**src/rtl/mpa_pkg.sv**
```systemverilog
package mpa_pkg;
  typedef enum logic [1:0] {
    SRC_NONE = 2'd0,
    SRC_FUNC = 2'd1,
    SRC_DBG  = 2'd2
  } rd_src_e;
endpackage

```
**src/rtl/mpa_prio_arb.sv**
```systemverilog
module mpa_prio_arb #(
  parameter int N = 4
) (
  input  logic [N-1:0] req_i,
  output logic [N-1:0] gnt_o
);
  // lowest set bit wins
  assign gnt_o = req_i & (~req_i + N'(1));
endmodule

```
**src/rtl/mpa_rd_track.sv**
```systemverilog
module mpa_rd_track
  import mpa_pkg::*;
#(
  parameter int LAT = 2,
  parameter int NR  = 2
) (
  input  logic          clk_i,
  input  logic          rst_ni,
  input  rd_src_e       src_i,
  input  logic [NR-1:0] gnt_i,
  output rd_src_e       src_o,
  output logic [NR-1:0] gnt_o
);
  generate
    if (LAT == 0) begin : g_comb
      assign src_o = src_i;
      assign gnt_o = gnt_i;
    end else begin : g_pipe
      rd_src_e       src_q [LAT];
      logic [NR-1:0] gnt_q [LAT];
      always_ff @(posedge clk_i or negedge rst_ni) begin
        if (!rst_ni) begin
          for (int i = 0; i < LAT; i++) begin
            src_q[i] <= SRC_NONE;
            gnt_q[i] <= '0;
          end
        end else begin
          src_q[0] <= src_i;
          gnt_q[0] <= gnt_i;
          for (int i = 1; i < LAT; i++) begin
            src_q[i] <= src_q[i-1];
            gnt_q[i] <= gnt_q[i-1];
          end
        end
      end
      assign src_o = src_q[LAT-1];
      assign gnt_o = gnt_q[LAT-1];
    end
  endgenerate
endmodule

```
**src/rtl/mem_dbg_mux.sv**
```systemverilog
module mem_dbg_mux
  import mpa_pkg::*;
#(
  parameter int NW     = 3,
  parameter int NR     = 2,
  parameter int AW     = 6,
  parameter int DW     = 16,
  parameter int RD_LAT = 2
) (
  input  logic                   clk_i,
  input  logic                   rst_ni,
  input  logic                   run_en_i,
  input  logic [NW-1:0]          wr_req_i,
  input  logic [NW-1:0][AW-1:0]  wr_addr_i,
  input  logic [NW-1:0][DW-1:0]  wr_data_i,
  output logic [NW-1:0]          wr_gnt_o,
  input  logic [NR-1:0]          rd_req_i,
  input  logic [NR-1:0][AW-1:0]  rd_addr_i,
  output logic [NR-1:0]          rd_gnt_o,
  output logic [NR-1:0]          rd_valid_o,
  output logic [DW-1:0]          rd_data_o,
  input  logic                   dbg_req_i,
  input  logic                   dbg_we_i,
  input  logic [AW-1:0]          dbg_addr_i,
  input  logic [DW-1:0]          dbg_wdata_i,
  output logic                   dbg_rvalid_o,
  output logic [DW-1:0]          dbg_rdata_o,
  output logic                   mem_we_o,
  output logic [AW-1:0]          mem_waddr_o,
  output logic [DW-1:0]          mem_wdata_o,
  output logic                   mem_re_o,
  output logic [AW-1:0]          mem_raddr_o,
  input  logic [DW-1:0]          mem_rdata_i
);
  logic          halted, dbg_wr, dbg_rd;
  logic [NW-1:0] wreq_q, wgnt;
  logic [NR-1:0] rreq_q, rgnt;
  logic [AW-1:0] f_waddr, f_raddr;
  logic [DW-1:0] f_wdata;
  rd_src_e       iss_src, ret_src;
  logic [NR-1:0] ret_gnt;

  assign halted = ~run_en_i;
  assign dbg_wr = halted & dbg_req_i & dbg_we_i;
  assign dbg_rd = halted & dbg_req_i & ~dbg_we_i;

  // functional writes masked by hold; functional reads yield to debug read
  assign wreq_q = wr_req_i & {NW{run_en_i}};
  assign rreq_q = rd_req_i & {NR{~dbg_rd}};

  mpa_prio_arb #(.N(NW)) u_warb (.req_i(wreq_q), .gnt_o(wgnt));
  mpa_prio_arb #(.N(NR)) u_rarb (.req_i(rreq_q), .gnt_o(rgnt));

  always_comb begin
    f_waddr = '0;
    f_wdata = '0;
    for (int i = 0; i < NW; i++) begin
      if (wgnt[i]) begin
        f_waddr = f_waddr | wr_addr_i[i];
        f_wdata = f_wdata | wr_data_i[i];
      end
    end
  end

  always_comb begin
    f_raddr = '0;
    for (int i = 0; i < NR; i++) begin
      if (rgnt[i]) f_raddr = f_raddr | rd_addr_i[i];
    end
  end

  assign wr_gnt_o    = wgnt;
  assign rd_gnt_o    = rgnt;
  assign mem_we_o    = dbg_wr | (|wgnt);
  assign mem_waddr_o = dbg_wr ? dbg_addr_i  : f_waddr;
  assign mem_wdata_o = dbg_wr ? dbg_wdata_i : f_wdata;
  assign mem_re_o    = dbg_rd | (|rgnt);
  assign mem_raddr_o = dbg_rd ? dbg_addr_i  : f_raddr;

  always_comb begin
    if (dbg_rd)      iss_src = SRC_DBG;
    else if (|rgnt)  iss_src = SRC_FUNC;
    else             iss_src = SRC_NONE;
  end

  mpa_rd_track #(.LAT(RD_LAT), .NR(NR)) u_trk (
    .clk_i  (clk_i),
    .rst_ni (rst_ni),
    .src_i  (iss_src),
    .gnt_i  (rgnt),
    .src_o  (ret_src),
    .gnt_o  (ret_gnt)
  );

  assign dbg_rvalid_o = (ret_src == SRC_DBG);
  assign rd_valid_o   = (ret_src == SRC_FUNC) ? ret_gnt : '0;
  assign dbg_rdata_o  = mem_rdata_i;
  assign rd_data_o    = mem_rdata_i;
endmodule

```
**config.mk**
```make
export PLATFORM = sky130hd
export DESIGN_NAME = mem_dbg_mux
export DESIGN_NICKNAME = d
export VERILOG_FILES = /design/src/rtl/mpa_pkg.sv /design/src/rtl/mpa_prio_arb.sv /design/src/rtl/mpa_rd_track.sv /design/src/rtl/mem_dbg_mux.sv
export SDC_FILE = /design/constraint.sdc
export NUM_CORES = 1
export LEC_CHECK = 0
export ABC_AREA = 1
export BUFFER_PORTS_ARGS = -buffer_cell sky130_fd_sc_hd__buf_2
export CAP_MARGIN = 10
export CELL_PAD_IN_SITES_DETAIL_PLACEMENT = 2
export CELL_PAD_IN_SITES_GLOBAL_PLACEMENT = 2
export CORE_ASPECT_RATIO = 0.7
export CORE_MARGIN = 5
export CORE_UTILIZATION = 12
export CTS_CLUSTER_DIAMETER = 50
export CTS_CLUSTER_SIZE = 25
export DETAILED_ROUTE_END_ITERATION = 10
export GPL_ROUTABILITY_DRIVEN = 0
export PLACE_DENSITY = 0.89
export SLEW_MARGIN = 20
export SYNTH_ARGS = -nofsm -noshare
export SYNTH_HDL_FRONTEND = slang
export SYNTH_SLANG_ARGS = --single-unit
```
**constraint.sdc**
```tcl
create_clock -name clk_i -period 1 [get_ports clk_i]
set_input_delay 0.2 -clock clk_i [delete_from_list [all_inputs] [get_ports clk_i]]
set_output_delay 0.2 -clock clk_i [all_outputs]
set_load 0.05 [all_outputs]
```
==> impl_metrics.py, run 1 <==
metrics = {
    "status": {
        "run_status": "finished with violations",
        "failed_checks": "setup timing",
    },
    "route": {
        "route.vias.total": 2283,
        "drc": 0,
        "number_of_drc_violations_after_detailed_routing_iteration_0": 47,
        "routedWlPerCell_um": 18.2,
        "drt.antenna.violating_nets": 0,
        "drt_wirelength_um": 10200,
        "avgViaCountPerCell": 4.08,
        "drt_first_pass_iters": 4,
    },
    "clock_tree": {
        "worst_case_clock_buffer_depth": 2,
        "cts_tree": "yes",
        "clk_root_buffer_cell": "clkbuf_16",
        "path_clk_slew_ns": 0.04,
        "tritoncts_num_sinks": 8,
        "worstSkewPairLatency_ns": 0.23,
        "cts-htree-levels": 1,
        "cts_inserted_buffers": 3,
    },
    "layout": {
        "final_cell_area_um2": 3630,
        "nets": 526,
        "drive_above_1_share_pct": 70.1,
        "synthToLayoutAreaGrowth_pct": 132,
        "antenna_cells_inserted": 0,
        "post_layout_nonfiller_instances": 560,
        "fill_cells": 1435,
    },
    "worst_setup_path": {
        "critical_path_peak_fanout": 5,
        "worst-endpoint-arrival_ns": 1.24,
        "timing.critical_path.to_type": "output pin",
        "path_class": "input port to output pin",
        "worst-endpoint-required_ns": 0.80,
        "critPathMaxStageDelay_ns": 0.17,
        "setup.worst_path.start_class": "input port",
        "crit_slowest_cell": "clkbuf_16",
        "crit_chain": "buf_12 -> buf_12 -> clkinv_8 -> nand2_4 -> nor2_4 -> buf_6 -> clkbuf_16 -> nand2_4 -> nand3_4 -> buf_8",
    },
    "floorplanning": {
        "io-pin-count": 196,
        "initial_core_util_pct": 12.4,
        "chipHeight_um": 106,
        "placeable_area_um2": 12600,
        "std_cell_rows": 34,
        "design.die.area_um2": 15500,
        "die_w_um": 146,
    },
    "logic_synthesis": {
        "yosys.area.top_type_share_pct": 20.6,
        "synth-seq-cells": 8,
        "synthTopCellsByArea": "nand2_1 21%, buf_4 17%, dfrtp_1 13%, nand4_1 11%, nand3_1 8.3%",
        "netlist.top_cell.by_area": "nand2_1",
        "yosysUniqueCellTypes": 21,
        "synth_async_sr_flop_share_pct": 100,
        "number_of_enable_flip_flop_cells_after_synthesis": 0,
        "synth.cell_area_um2": 1560,
        "mappedNetlistNets": 386,
        "syn-instance-count": 260,
        "synth_flop_cell": "dfrtp_1",
        "average_cell_area_after_synthesis_um2": 6.02,
        "synth_seq_area_share_pct": 12.8,
        "ys.warnings.count": 0,
    },
    "power_and_ir_drop": {
        "share_comb_of_total_power_pct": 65.7,
        "power-per-cell-area_nw_per_um2": 828,
        "internal_power_w": 0.00170,
        "pwr-share-clk_pct": 22.5,
        "sw_frac_of_total_pct": 43.3,
        "cell_leakage_power_nw": 1.96,
        "worst_ir_drop_vdd_uv": 397,
        "p_switching_w": 0.00130,
        "sequentialPowerShare_pct": 11.8,
    },
    "timing": {
        "worst_slack_setup_final_ns": -0.443,
        "max_slew_margin_pct": 85.7,
        "min_period_over_period_pct": 144,
        "clock-skew-final_ns": 0.00208,
        "min_clock_period_post_route_ns": 1.44,
        "report.final.hold_viol_count": 0,
        "final-setup-viol-count": 37,
        "unrepaired_setup_endpoints_after_global_routing": "true",
        "max_freq_ghz": 0.693,
        "setup_total_negative_slack_ns": -12.73,
        "worst-slew-pin-transition_ns": 0.214,
        "report.final.slew_viol_count": 0,
    },
    "global_route": {
        "grt_pass1_wl_um": 15200,
        "globalRouteOverflowTotal": 0,
        "pin_count_of_the_biggest_net_entering_global_routing": 17,
        "via_count_of_the_first_global_routing_pass": 2836,
        "groute.usage.overall_pct": 12.4,
        "antenna_violations_before_repair": 0,
    },
    "placed_design": {
        "post_placement_cell_area_um2": 2880,
        "post_placement_cell_count": 548,
        "hpwl_um": 7960,
        "io_buffer_count": 147,
    },
    "hold_path": {
        "hp-class": "flop to flop",
    },
    "run": {
        "max-cap-violations": 0,
    },
}
## routing by layer
| layer | global-route usage (%) | part of all wire (%) |
|---|---|---|
| met5 | 0 | 0 |
| met4 | 4.30 | 2.5 |
| met3 | 1.93 | 4.2 |
| met2 | 25.0 | 55 |
| met1 | 12.9 | 38 |
## layout by cell type, fill, tap and decap left out
cell type / instances
a21oi_1: 1
and3_4: 2
buf_12: 8
buf_2: 107
buf_4: 19
buf_6: 17
buf_8: 29
clkbuf_16: 4
clkinv_8: 1
clkinvlp_4: 1
dfrtp_1: 8
dlygate4sd3_1: 1
inv_1: 24
inv_2: 3
inv_6: 2
nand2_1: 53
nand2_2: 19
nand2_4: 27
nand2_8: 1
nand3_1: 4
nand3_2: 2
nand3_4: 30
nand4_1: 28
nor2_4: 4
nor2_8: 1
nor3_4: 1
o21ai_4: 1
## final timing paths
check	start	end	slack, ns	depth (start not counted)
worst max-delay path	run_en_i	mem_wdata_o[8]	-0.44	10
worst min-delay path	u_trk.g_pipe.gnt_q[2]	u_trk.gnt_o[0]	0.34	0
worst max register to register	u_trk.g_pipe.src_q[2]	u_trk.src_o[0]	0.52	0
worst min register to register	u_trk.g_pipe.gnt_q[2]	u_trk.gnt_o[0]	0.34	0
max in group asynchronous	rst_ni	u_trk.g_pipe.gnt_q[2]	0.49	2
min in group asynchronous	rst_ni	u_trk.src_o[1]	0.35	2
## timing repair
action,CTS,global route
endpoints found under the setup margin,38,38
endpoints found under the hold margin,8,0
hold buffers,1,0
pin swaps,7,16
buffers inserted,9,1
gates resized for setup,144,34
gates cloned,3,1
## final cells by class
cell class	count	area, um2	area share [%]
Inverter	31	143	3.93
Tap cell	162	203	5.59
Sequential cell	8	200	5.52
Multi-Input combinational cell	174	1510	41.6
Timing Repair Buffer	182	1500	41.3
Clock buffer	3	75.1	2.07
## sequential cells by signal, summed over array words and instances, names as in the netlist
register and count:
u_trk.gnt_o 2, u_trk.g_pipe.src_q 2, u_trk.src_o 2, u_trk.g_pipe.gnt_q 2
## cells in the mapped netlist, types with 2 or more instances
cell,instances
inv_2,3
nand2_1,86
inv_1,28
buf_6,4
buf_4,35
dfrtp_1,8
nor2_1,3
nand3_2,10
nand2_2,13
nand3_1,26
and3_1,2
buf_2,6
nand4_1,28
## stage by stage
step	hold slack [ns]	utilization, %	setup WS, ns	power (W)
after CTS	0.348	28.5	-0.477	0.00299
final	0.343	28.8	-0.443	0.00300
after global placement	0.0357	22.9	-0.560	0.00186
after global routing	0.357	28.8	-0.486	0.00314
after floorplan	-0.0956	-	-0.219	0.00170
after detailed placement	0.0444	22.9	-0.626	0.00191
## power by group through the flow
stage          Combinational [W]  Clock (W)  Sequential, W
2_1_floorplan            0.00135          0       0.000353
3_3_place_gp             0.00151          0       0.000354
3_5_place_dp             0.00155          0       0.000356
4_1_cts                  0.00196   0.000671       0.000353
5_1_grt                  0.00208   0.000702       0.000355
6_report                 0.00197   0.000677       0.000353
## kinds of logic after synthesis
kind of cell | Yosys count | share of synthesized area, %
simple gates | 172 | 56.3
buf+inv | 78 | 30.2
flops | 8 | 12.8
compound gates | 2 | 0.639
## worst max-delay path, delay by kind of cell
| kind | cells | cell delay (ns) |
|---|---|---|
| buf+inv | 6 | 0.73 |
| simple gates | 4 | 0.30 |
No activity file was read; power rests on OpenSTA's default activity.
==> inputs of run 2 (changes only) <==
--- a/config.mk
+++ b/config.mk
@@ -13,10 +13,11 @@
 export CORE_ASPECT_RATIO = 0.7
 export CORE_MARGIN = 5
 export CORE_UTILIZATION = 12
+export CTS_BUF_LIST = sky130_fd_sc_hd__clkbuf_16
 export CTS_CLUSTER_DIAMETER = 50
-export CTS_CLUSTER_SIZE = 25
 export DETAILED_ROUTE_END_ITERATION = 10
 export GPL_ROUTABILITY_DRIVEN = 0
+export MAX_ROUTING_LAYER = met4
 export PLACE_DENSITY = 0.89
 export SLEW_MARGIN = 20
 export SYNTH_ARGS = -nofsm -noshare
==> run 2 against run 1 <==
The run still ends with setup timing left; sequential share of layout area did not move; sequential cell count stayed put; routed wire length about the same; final cell count unchanged; total power barely moved; design area did not move; sequential power about the same; first-iteration DRC count is 19% higher; non-clock buffer count is the same; largest cell class unchanged.
==> impl_metrics.py, run 2 (synthesis gave the netlist of run 1 again) <==
metrics = {
    "hold_path": {
        "hp-class": "flop to flop",
        "timing.hold.worst.start": "u_trk.g_pipe.gnt_q[2]",
    },
    "clock_tree": {
        "cts-htree-levels": 1,
        "clk_root_buffer_cell": "clkbuf_16",
        "worst_case_clock_buffer_depth": 2,
        "path_clk_slew_ns": 0.04,
        "cts_inserted_buffers": 3,
        "cts_tree": "yes",
        "tritoncts_num_sinks": 8,
        "worstSkewPairLatency_ns": 0.23,
    },
    "timing": {
        "clock-skew-final_ns": 0.00208,
        "min_period_over_period_pct": 144,
        "max_slew_margin_pct": 85.7,
        "worst_slack_setup_final_ns": -0.443,
        "max_freq_ghz": 0.693,
        "unrepaired_setup_endpoints_after_global_routing": "true",
        "report.final.slew_viol_count": 0,
        "final-setup-viol-count": 37,
        "min_clock_period_post_route_ns": 1.44,
        "worst_hold_slack_ns": 0.343,
        "report.final.hold_viol_count": 0,
        "worst-slew-pin-transition_ns": 0.214,
    },
    "layout": {
        "layout_commonest_cell": "buf_2",
        "antenna_cells_inserted": 0,
        "finished_core_util_pct": 28.8,
        "synthToLayoutAreaGrowth_pct": 132,
        "drive_above_1_share_pct": 70.1,
        "post_layout_nonfiller_instances": 560,
        "final_cell_area_um2": 3630,
        "nets": 526,
        "final_cell_mix": "107 x buf_2, 53 x nand2_1, 30 x nand3_4",
    },
    "worst_setup_path": {
        "reg_to_reg_startpoint": "u_trk.g_pipe.src_q[2]",
        "path_class": "input port to output pin",
        "critical_path_peak_fanout": 5,
        "worst-endpoint-arrival_ns": 1.24,
        "worst-endpoint-required_ns": 0.80,
        "setup.worst_path.start_class": "input port",
        "timing.critical_path.from": "run_en_i",
        "timing.critical_path.to_type": "output pin",
    },
    "route": {
        "route.vias.total": 2292,
        "drt.antenna.violating_nets": 0,
        "drt_wirelength_um": 10200,
        "drc": 0,
        "avgViaCountPerCell": 4.09,
        "routedWlPerCell_um": 18.2,
        "drt_first_pass_iters": 4,
        "number_of_drc_violations_after_detailed_routing_iteration_0": 56,
    },
    "global_route": {
        "pin_count_of_the_biggest_net_entering_global_routing": 17,
        "groute.usage.overall_pct": 12.8,
        "antenna_violations_before_repair": 0,
        "via_count_of_the_first_global_routing_pass": 2832,
        "globalRouteOverflowTotal": 0,
        "grt_pass1_wl_um": 15200,
    },
    "power_and_ir_drop": {
        "cell_leakage_power_nw": 1.96,
        "worst_ir_drop_vdd_uv": 397,
        "power-per-cell-area_nw_per_um2": 827,
    },
    "placed_design": {
        "place_ws_ns": -0.626,
        "hpwl_um": 7960,
        "post_placement_cell_count": 548,
        "io_buffer_count": 147,
        "post_placement_cell_area_um2": 2880,
    },
    "floorplanning": {
        "die_w_um": 146,
        "std_cell_rows": 34,
        "chipHeight_um": 106,
        "placeable_area_um2": 12600,
        "initial_core_util_pct": 12.4,
        "design.die.area_um2": 15500,
        "io-pin-count": 196,
    },
    "run": {
        "max-cap-violations": 0,
    },
    "status": {
        "run_status": "finished with violations",
        "failed_checks": "setup timing",
    },
}
-- run 2: cell counts in the layout (fill, tap and decap cells not counted) --
Identical to the previous run, type by type.
-- run 2: path summary, 6_finish.rpt --
path / endpoint / slack [ns] / cells past startpoint
setup / recovery: mem_wdata_o[8] / -0.44 / 10
hold / removal: u_trk.gnt_o[0] / 0.34 / 0
setup reg to reg: u_trk.src_o[0] / 0.52 / 0
hold reg to reg: u_trk.gnt_o[0] / 0.34 / 0
max in group asynchronous: u_trk.g_pipe.gnt_q[2] / 0.49 / 2
min in group asynchronous: u_trk.src_o[1] / 0.35 / 2
-- run 2: per-layer routing --
metal | share of wire [%] | global-route usage, % | up-vias | wire, um
li1 | - | - | 1081 | -
met1 | 39 | 13.2 | 1116 | 3930
met2 | 55 | 25.1 | 81 | 5650
met3 | 3.7 | 1.59 | 14 | 373
met4 | 2.2 | 4.09 | 0 | 229
met5 | 0 | - | - | 0
-- run 2: repair_timing --
item | in CTS | in global routing
endpoints found under the hold margin | 8 | 0
setup buffers | 9 | 1
gates cloned | 3 | 1
pin swaps | 7 | 16
resized for setup | 144 | 34
endpoints found under the setup margin | 38 | 38
hold buffers | 1 | 0
-- run 2: stage by stage --
step	setup TNS, ns	total power, W
CTS	-13.94	0.00299
global placement	-17.05	0.00186
detailed placement	-18.35	0.00191
finish	-12.65	0.00300
global route	-14.37	0.00314
floorplan	-5.23	0.00170
-- run 2: worst max-delay path, stage by stage --
cell	delay [ns]
buf_12	0.11
buf_12	0.12
clkinv_8	0.04
nand2_4	0.04
nor2_4	0.14
buf_6	0.15
clkbuf_16	0.17
nand2_4	0.06
nand3_4	0.06
buf_8	0.14
-- run 2: area by class of cell --
cell class	instances	area, um2
Clock buffer	3	75.1
Fill cell	1435	8960
Inverter	31	143
Multi-Input combinational cell	174	1510
Sequential cell	8	200
Tap cell	162	203
Timing Repair Buffer	182	1500
-- run 2: power by group --
part	internal, W	leakage, nW	switching, W
clock	0.000516	0.0370	0.000161
sequential	0.000344	0.0985	0.00000951
combinational	0.000842	1.82	0.00113
total	0.00170	1.96	0.00130
==> inputs of run 3 (changes only) <==
--- a/config.mk
+++ b/config.mk
@@ -18,7 +18,7 @@
 export DETAILED_ROUTE_END_ITERATION = 10
 export GPL_ROUTABILITY_DRIVEN = 0
 export MAX_ROUTING_LAYER = met4
-export PLACE_DENSITY = 0.89
+export PLACE_DENSITY_LB_ADDON = 0.1
 export SLEW_MARGIN = 20
 export SYNTH_ARGS = -nofsm -noshare
 export SYNTH_HDL_FRONTEND = slang
==> run 3 against run 2 <==
The run still ends with setup timing left; setup slack improved by 0.10 ns; design area grew 6.0%; final cell count up 0.36%; die area did not move; sequential power barely moved; non-clock buffer count grew 1; routed wire length decreased by 11%; clock power decreased by 2%; total power up 1.8%; critical path depth is 2 lower; first-iteration DRC count decreased by 29%; critical path type unchanged.
==> impl_metrics.py, run 3 (synthesis gave the netlist of run 1 again) <==
metrics = {
    "status": {
        "run_status": "finished with violations",
        "failed_checks": "setup timing",
    },
    "global_route": {
        "antenna_violations_before_repair": 1,
        "pin_count_of_the_biggest_net_entering_global_routing": 23,
        "globalRouteOverflowTotal": 0,
        "via_count_of_the_first_global_routing_pass": 2555,
        "grt_pass1_wl_um": 14400,
        "groute.usage.overall_pct": 11.9,
    },
    "worst_setup_path": {
        "reg_to_reg_startpoint": "u_trk.g_pipe.src_q[2]",
        "worst-endpoint-required_ns": 0.80,
        "path_class": "input port to output pin",
        "r2r.worst_path.cells": 0,
        "critical_path_peak_fanout": 8,
        "setup.worst_path.start_class": "input port",
        "timing.reg2reg.setup_slack_ns": 0.53,
        "timing.critical_path.to_type": "output pin",
        "worst-endpoint-arrival_ns": 1.14,
        "r2r_end": "u_trk.src_o[0]",
    },
    "route": {
        "number_of_drc_violations_after_detailed_routing_iteration_0": 40,
        "avgViaCountPerCell": 3.89,
        "drc": 0,
        "drt.antenna.violating_nets": 0,
        "route.vias.total": 2184,
        "routedWlPerCell_um": 16.2,
        "drt_first_pass_iters": 4,
        "drt_wirelength_um": 9110,
    },
    "timing": {
        "max_freq_ghz": 0.747,
        "min_clock_period_post_route_ns": 1.34,
        "clock-skew-final_ns": 0.000211,
        "max_slew_margin_pct": 85.3,
        "report.final.slew_viol_count": 0,
        "worst-slew-pin-transition_ns": 0.221,
        "worst_slack_setup_final_ns": -0.339,
        "min_period_over_period_pct": 134,
        "final-setup-viol-count": 37,
        "unrepaired_setup_endpoints_after_global_routing": "true",
        "report.final.hold_viol_count": 0,
    },
    "placed_design": {
        "hpwl_um": 7510,
        "post_placement_cell_area_um2": 2910,
        "io_buffer_count": 147,
        "place_ws_ns": -0.626,
        "post_placement_cell_count": 548,
    },
    "layout": {
        "final_cell_mix": "105 x buf_2, 45 x nand2_1, 37 x nand2_4",
        "drive_above_1_share_pct": 73.7,
        "nets": 527,
        "finished_core_util_pct": 30.6,
        "layout_commonest_cell": "buf_2",
        "final_cell_area_um2": 3850,
        "synthToLayoutAreaGrowth_pct": 146,
        "post_layout_nonfiller_instances": 562,
    },
    "clock_tree": {
        "clk_root_buffer_cell": "clkbuf_16",
        "worstSkewPairLatency_ns": 0.23,
        "cts_tree": "yes",
        "path_clk_slew_ns": 0.03,
        "cts-htree-levels": 1,
        "worst_case_clock_buffer_depth": 2,
        "tritoncts_num_sinks": 8,
        "cts_inserted_buffers": 3,
    },
    "power_and_ir_drop": {
        "worst_ir_drop_vdd_uv": 489,
        "cell_leakage_power_nw": 2.09,
        "power-per-cell-area_nw_per_um2": 794,
    },
    "hold_path": {
        "timing.hold.worst.start": "rd_req_i[0]",
        "hold-path-endpoint": "u_trk.g_pipe.gnt_q[3]",
        "hold-path-cell-count": 3,
        "hp-class": "input port to flop",
    },
    "floorplanning": {
        "chipHeight_um": 106,
        "die_w_um": 146,
        "design.die.area_um2": 15500,
        "initial_core_util_pct": 12.4,
        "placeable_area_um2": 12600,
        "std_cell_rows": 34,
        "io-pin-count": 196,
    },
    "run": {
        "max-cap-violations": 0,
    },
}
==> run 3: changes by cell type in the layout (fill, tap and decap cells not counted), moves of 3 or more <==
cell,delta
buf_4,-8
inv_2,+3
buf_6,+4
nand2_4,+10
inv_1,-3
buf_8,+3
buf_12,+4
nand2_2,-4
nand2_1,-8
==> run 3: how the worst max path moves through the flow <==
stage | start | to | slack (ns) | cells after the start
after floorplan | run_en_i | mem_wdata_o[13] | -0.22 | 7
after global placement | run_en_i | mem_wdata_o[6] | -0.60 | 7
after detailed placement | run_en_i | mem_waddr_o[0] | -0.63 | 7
after CTS | run_en_i | mem_wdata_o[14] | -0.38 | 8
after global routing | run_en_i | mem_wdata_o[15] | -0.39 | 8
final | run_en_i | mem_wdata_o[6] | -0.34 | 8
==> run 3: layer usage <==
layer  up-vias  wire, um  track usage (%)
met5         -         0                -
met3        20       370             1.33
met1       995      4240             15.8
li1       1085         -                -
met2        84      4390             19.4
met4         0       117             3.22
==> run 3: area by class of cell <==
type | instances | area (um2)
Sequential cell | 8 | 201
Multi-Input combinational cell | 174 | 1620
Antenna cell | 1 | 2.50
Fill cell | 1420 | 8740
Tap cell | 162 | 203
Timing Repair Buffer | 183 | 1600
Inverter | 31 | 148
Clock buffer | 3 | 75.1
==> run 3: stage by stage <==
step	setup TNS [ns]	power (W)	hold WS, ns
detailed placement	-19.07	0.00192	0.0562
CTS	-11.82	0.00306	0.314
finish	-10.30	0.00305	0.313
global placement	-18.60	0.00190	0.0505
global route	-12.24	0.00323	0.325
floorplan	-5.23	0.00170	-0.0956
==> run 3: report_power, final <==
| part | switching (W) | internal [W] |
|---|---|---|
| registers | 0.00000879 | 0.000345 |
| clock network | 0.000148 | 0.000515 |
| logic | 0.00114 | 0.000900 |
| total | 0.00129 | 0.00176 |
==> run 3: critical path: stages <==
cell and delay, ns:
buf_12 0.13, clkinv_8 0.05, nand2_4 0.04, nor2_4 0.21, buf_12 0.21, nand2_4 0.06
nand3_4 0.08, buf_8 0.14
==> run 3: timing repair <==
item                       4_1_cts  5_1_grt
gates cloned                     3        0
hold endpoints to repair         8        0
setup buffers                   10        4
pin swaps                       13       16
hold buffers                     1        0
gates resized for setup        179       46
setup endpoints to repair       39       39
